===== src/rtl/fmsep_pkg.sv =====
package fmsep_pkg;

  typedef enum logic {
    PH_CLOCK = 1'b0,
    PH_DATA  = 1'b1
  } sepPhase_t;

  typedef struct packed {
    logic clear;      // separator disabled: return to start-up state
    logic count;      // data window active this cycle
    logic takeClock;  // accept a pulse as clock, open the data window
    logic takeData;   // accept a pulse as data
    logic closeData;  // data window ends at this edge
    logic flagErr;    // extra pulse inside one window
  } sepCtrl_t;

endpackage


===== src/rtl/fmsep_datapath.sv =====
module fmsep_datapath
  import fmsep_pkg::*;
#(
  parameter int SHORT_WIN = 58,
  parameter int LONG_WIN  = 62,
  parameter int ERR_W     = 8
) (
  input  logic             clk,
  input  logic             rst_n,
  input  sepCtrl_t         ctrl,
  output logic             winDone,
  output logic             latchSet,
  output logic             sepClock,
  output logic             sepData,
  output logic [ERR_W-1:0] errCount
);

  localparam int CNT_W = $clog2(LONG_WIN + 1);
  localparam logic [CNT_W-1:0] SHORT_LAST = CNT_W'(SHORT_WIN - 1);
  localparam logic [CNT_W-1:0] LONG_LAST  = CNT_W'(LONG_WIN - 1);
  localparam logic [CNT_W-1:0] CNT_MAX    = '1;
  localparam logic [ERR_W-1:0] ERR_MAX    = '1;

  logic [CNT_W-1:0] winCnt;
  logic             dataMark;
  logic             prevHadData;
  logic [CNT_W-1:0] winLast;

  // Window length picked by what the previous cell held
  assign winLast  = prevHadData ? SHORT_LAST : LONG_LAST;
  assign winDone  = (winCnt >= winLast);
  assign latchSet = dataMark;

  // Cycle counter inside the data window, saturating while a pulse holds it
  always_ff @(posedge clk or negedge rst_n) begin
    if (!rst_n) begin
      winCnt <= '0;
    end else if (ctrl.clear || ctrl.takeClock) begin
      winCnt <= '0;
    end else if (ctrl.count && (winCnt != CNT_MAX)) begin
      winCnt <= winCnt + 1'b1;
    end
  end

  // Per-cell data mark and the history bit copied at window close
  always_ff @(posedge clk or negedge rst_n) begin
    if (!rst_n) begin
      dataMark    <= 1'b0;
      prevHadData <= 1'b0;
    end else if (ctrl.clear) begin
      dataMark    <= 1'b0;
      prevHadData <= 1'b0;
    end else begin
      if (ctrl.takeClock)     dataMark <= 1'b0;
      else if (ctrl.takeData) dataMark <= 1'b1;
      if (ctrl.closeData)     prevHadData <= dataMark;
    end
  end

  // Registered output strobes
  always_ff @(posedge clk or negedge rst_n) begin
    if (!rst_n) begin
      sepClock <= 1'b0;
      sepData  <= 1'b0;
    end else begin
      sepClock <= ctrl.takeClock & ~ctrl.clear;
      sepData  <= ctrl.takeData & ~ctrl.clear;
    end
  end

  // Saturating count of dropped pulses; kept across enable changes
  always_ff @(posedge clk or negedge rst_n) begin
    if (!rst_n) begin
      errCount <= '0;
    end else if (ctrl.flagErr && (errCount != ERR_MAX)) begin
      errCount <= errCount + 1'b1;
    end
  end

endmodule


===== src/rtl/fmsep_control.sv =====
module fmsep_control
  import fmsep_pkg::*;
(
  input  logic     clk,
  input  logic     rst_n,
  input  logic     enable,
  input  logic     readPulse,
  input  logic     winDone,
  input  logic     latchSet,
  output sepCtrl_t ctrl,
  output logic     dataWinOpen
);

  sepPhase_t phase;
  logic      prevPulse;
  logic      pulseRise;
  logic      inData;
  logic      holdOpen;

  assign inData    = (phase == PH_DATA);
  assign pulseRise = enable & readPulse & ~prevPulse;

  always_comb begin
    ctrl           = '0;
    ctrl.clear     = ~enable;
    ctrl.count     = enable & inData;
    ctrl.takeClock = pulseRise & ~inData;
    ctrl.takeData  = pulseRise & inData & ~latchSet;
    ctrl.flagErr   = pulseRise & inData & latchSet;
    // A data pulse that began in this window keeps it open while high
    holdOpen       = readPulse & (latchSet | ctrl.takeData);
    ctrl.closeData = enable & inData & winDone & ~holdOpen;
  end

  always_ff @(posedge clk or negedge rst_n) begin
    if (!rst_n) begin
      prevPulse <= 1'b0;
    end else begin
      prevPulse <= readPulse;
    end
  end

  always_ff @(posedge clk or negedge rst_n) begin
    if (!rst_n) begin
      phase <= PH_CLOCK;
    end else if (ctrl.clear) begin
      phase <= PH_CLOCK;
    end else if (ctrl.takeClock) begin
      phase <= PH_DATA;
    end else if (ctrl.closeData) begin
      phase <= PH_CLOCK;
    end
  end

  assign dataWinOpen = inData;

endmodule


===== src/rtl/fm_data_separator.sv =====
module fm_data_separator
  import fmsep_pkg::*;
#(
  parameter int SHORT_WIN = 58,
  parameter int LONG_WIN  = 62,
  parameter int ERR_W     = 8
) (
  input  logic             clk,
  input  logic             rst_n,
  input  logic             headLoaded,
  input  logic             writeGate,
  input  logic             readPulse,
  output logic             sepClock,
  output logic             sepData,
  output logic             dataWinOpen,
  output logic [ERR_W-1:0] errCount
);

  sepCtrl_t ctrl;
  logic     winDone;
  logic     latchSet;
  logic     enable;

  assign enable = headLoaded & ~writeGate;

  fmsep_control u_control (
    .clk         (clk),
    .rst_n       (rst_n),
    .enable      (enable),
    .readPulse   (readPulse),
    .winDone     (winDone),
    .latchSet    (latchSet),
    .ctrl        (ctrl),
    .dataWinOpen (dataWinOpen)
  );

  fmsep_datapath #(
    .SHORT_WIN (SHORT_WIN),
    .LONG_WIN  (LONG_WIN),
    .ERR_W     (ERR_W)
  ) u_datapath (
    .clk      (clk),
    .rst_n    (rst_n),
    .ctrl     (ctrl),
    .winDone  (winDone),
    .latchSet (latchSet),
    .sepClock (sepClock),
    .sepData  (sepData),
    .errCount (errCount)
  );

endmodule


===== config.mk =====
export PLATFORM = sky130hd
export DESIGN_NAME = fm_data_separator
export DESIGN_NICKNAME = d
export VERILOG_FILES = /design/src/rtl/fmsep_pkg.sv /design/src/rtl/fmsep_datapath.sv /design/src/rtl/fmsep_control.sv /design/src/rtl/fm_data_separator.sv
export SDC_FILE = /design/constraint.sdc
export NUM_CORES = 1
export LEC_CHECK = 0
export ABC_AREA = 1
export BUFFER_PORTS_ARGS = -buffer_cell sky130_fd_sc_hd__buf_2
export CAP_MARGIN = 20
export CORE_MARGIN = 5
export CORE_UTILIZATION = 31
export CTS_BUF_LIST = sky130_fd_sc_hd__clkbuf_16
export DETAILED_ROUTE_END_ITERATION = 10
export GPL_TIMING_DRIVEN = 0
export PLACE_DENSITY = 0.56
export REMOVE_ABC_BUFFERS = 1
export SLEW_MARGIN = 20
export SYNTH_ARGS = -nofsm -noshare
export SYNTH_HDL_FRONTEND = slang
export SYNTH_SLANG_ARGS = --single-unit

===== constraint.sdc =====
create_clock -name clk -period 1.5 [get_ports clk]
set_input_delay 0.3 -clock clk [delete_from_list [all_inputs] [get_ports clk]]
set_output_delay 0.3 -clock clk [all_outputs]
set_load 0.02 [all_outputs]

==> metrics.csv <==
stage,metric,value,unit
sta,finalCriticalPeriod,1.415,ns
yosys,syn_inst,158,
outcome,status,"finished, violations left",
die,start_util,0.3219,
yosys,yosys.area.top_type,dfrtp_1,
worst_setup_path,r2r_start,u_datapath.winCnt[0]$_DFFE_PN0P_,
clocking,insertion_delay,0.25,ns
placed_design,place_ws,0.06846,ns
detailed_routing,vias,985,
sta,hold_violations,12,
detailed_routing,wl_per_cell,10.23,µm
yosys,avgSynthCellArea,7.515,µm²
global_routing,antenna_found_initial,0,
clocking,htreeDepth,1,
layout,drive_above_1_share,0.2079,
sta,slew_headroom,0.6915,
detailed_routing,drt-pass1-iter-count,4,
worst_setup_path,reg2reg_depth,6,
die,core_area,3689,µm²
sta,skew,0.005194,ns
placed_design,dpl.hpwl,1693,µm
sta,setup_tns,0,ns
detailed_routing,drcViolationCount,0,
die,die_area,5168,µm²
placed_design,place.gp.congestion,0.7234,
worst_setup_path,cp.arrival,1.60,ns
worst_setup_path,cp-end-kind,flop,
detailed_routing,drtIter0Drc,68,
yosys,yosysWarnings,0,
worst_setup_path,crit_required,1.69,ns
worst_setup_path,critical_path_class,reg2reg,
sta,finalSetupViolations,0,
placed_design,io_buffers,15,
yosys,ys_ff_latch,20,
sta,period_share,0.9432,
global_routing,grt_max_degree,21,
job,cap_violations,0,
layout,final_nets,189,
global_routing,track_usage,0.09693,
detailed_routing,postRouteAntennaNets,0,
pwr,ir_worst_vdd,0.0006195,V
sta,fin_worst_hold_slack,-0.007171,ns
detailed_routing,drt-total-wl,2313,µm
worst_setup_path,rr_endpoint,u_datapath.winCnt[5]$_DFFE_PN0P_,
clocking,ctsLongestPathBuffers,2,
detailed_routing,via_per_inst,4.358,
die,die_w,71.89,µm
global_routing,grt_pass1_vias,875,
placed_design,place_area,1323,µm²
die,core.rowCount,22,
pwr,p_total,1.344,mW
pwr,power_leakage,0.7668,nW
sta,setup_slack,0.08520,ns
pwr,power_density,927.7,nW/µm²
clocking,cts_tree,yes,
clocking,cts_inserted_buffers,3,
hold_path,hold_class,in2async,
yosys,synth_top_cell_area_share,0.4215,
worst_setup_path,critPathMaxFanout,6,
yosys,synthDistinctLibCells,19,
layout,diodes,0,
layout,synthToLayoutAreaGrowth,22.02,%
clocking,root_buffer,clkbuf_16,
yosys,netlist_area,1187,µm²
clocking,clk_pin_slew_worst_paths,0.06,ns
clocking,cts_sinks,20,
sta,tightest_slew,0.4628,ns
sta,fmax,706.8,MHz
die,die_h,71.89,µm
outcome,violations,hold timing,
sta,final_max_slew_viol_count,0,
die,pin_count,16,
global_routing,grt_pass1_wl,3981,µm
sta,rsz0062_at_grt,no,
global_routing,grt_overflow,0,
layout,stdcell_area,1449,µm²
yosys,ys_seq_area_frac,0.4215,
worst_setup_path,rrSetupSlack,0.09,ns
yosys,synthTopCellsByArea,"dfrtp_1 (42%), nand2_1 (18%), inv_1 (6.6%)",
worst_setup_path,critPathLaunch,u_datapath.winCnt[0]$_DFFE_PN0P_,
worst_setup_path,startpoint_type,flop,
repair_timing:
action                                 CTS  global route
resized for setup                        0             3
hold buffers                             0             0
setup endpoints to repair                0            10
endpoints found under the hold margin    0             0
buffers inserted                         0             1
state kept, by name (all words and copies together), names as in the netlist:
register	flops
u_control.prevPulse	1
u_datapath.prevHadData	1
u_datapath.sepData	1
u_datapath.sepClock	1
u_datapath.latchSet	1
u_datapath.errCount	8
u_control.dataWinOpen	1
u_datapath.winCnt	6
cell families (layout without fill, tap and decap cells):
kind of cell | after synthesis | count (layout) | share of synthesized area
AO/OA/AOI/OAI | 9 | 9 | 0.04109
XOR/XNOR | 6 | 6 | 0.04426
adder cells (fa/ha/maj) | 5 | 5 | 0.05269
buffers and inverters | 25 | 45 | 0.07903
flip-flops | 20 | 20 | 0.4215
AND/OR/NAND/NOR | 93 | 93 | 0.3614
synth_stat cells:
master and n:
ha_1 5, o21ai_2 1, nand2_2 5, a21oi_1 1
nor3_1 1, inv_1 21, nor2_4 3, nand2_1 56
dfrtp_1 20, inv_2 4, xnor2_1 2, xor2_1 4
nor2_1 11, nand3_4 1, nand3_1 11, o21ai_1 2
nand4_1 4, nand3_2 1, o21ai_0 5
cells in the final DEF, fill, tap and decap left out, types with 2 or more instances in the layout:
cell       count
nand4_1        4
inv_1         21
nor2_1        11
o21ai_0        5
nand2_2        5
dfrtp_1       19
nor2_4         3
clkbuf_16      3
buf_2         15
xnor2_1        2
xor2_1         4
nand2_1       56
ha_1           4
o21ai_1        2
inv_2          4
nand3_1       11
critical path, cell delays in order (launching register included):
cell	delay [ns]
dfrtp_2	0.44
ha_1	0.24
nand3_1	0.11
nor2_1	0.07
nor2_1	0.26
nand4_1	0.15
nand2_1	0.08
stage by stage:
step	utilization	hold WS (ns)	std cells
finish	0.3928	-0.007171	226
global route	0.3928	0.04423	226
CTS	0.3870	0.01404	225
detailed placement	0.3585	0.2893	221
global placement	0.3585	0.2880	221
floorplan	-	0.004409	158
cell type report:
cell class	count	area, µm²
Clock buffer	3	75.07
Fill cell	400	2240
Timing Repair Buffer	16	82.58
Sequential cell	20	501.7
Tap cell	48	60.06
Clock inverter	1	30.03
Multi-Input combinational cell	113	605.6
Inverter	25	93.84
metal layers:
metal,GRT usage,vias up,part of all wire
met5,0,-,0
met4,0.02505,0,0.0091
met3,0.03324,4,0.041
met2,0.1653,13,0.48
met1,0.1165,436,0.47
li1,-,532,-
worst max path at each step:
stage	end	depth (start not counted)
floorplan	u_datapath.errCount[2]$_DFFE_PN0P_	6
global placement	u_datapath.winCnt[5]$_DFFE_PN0P_	7
detailed placement	u_datapath.winCnt[2]$_DFFE_PN0P_	7
CTS	u_datapath.winCnt[5]$_DFFE_PN0P_	7
global route	u_datapath.errCount[2]$_DFFE_PN0P_	7
finish	u_datapath.winCnt[5]$_DFFE_PN0P_	6
where the power goes:
group / switching (mW) / internal, mW
combinational: 0.0421 / 0.0170
sequential: 0.00655 / 0.546
clock: 0.203 / 0.529
total: 0.252 / 1.09
No activity file was read; power rests on OpenSTA's default activity.
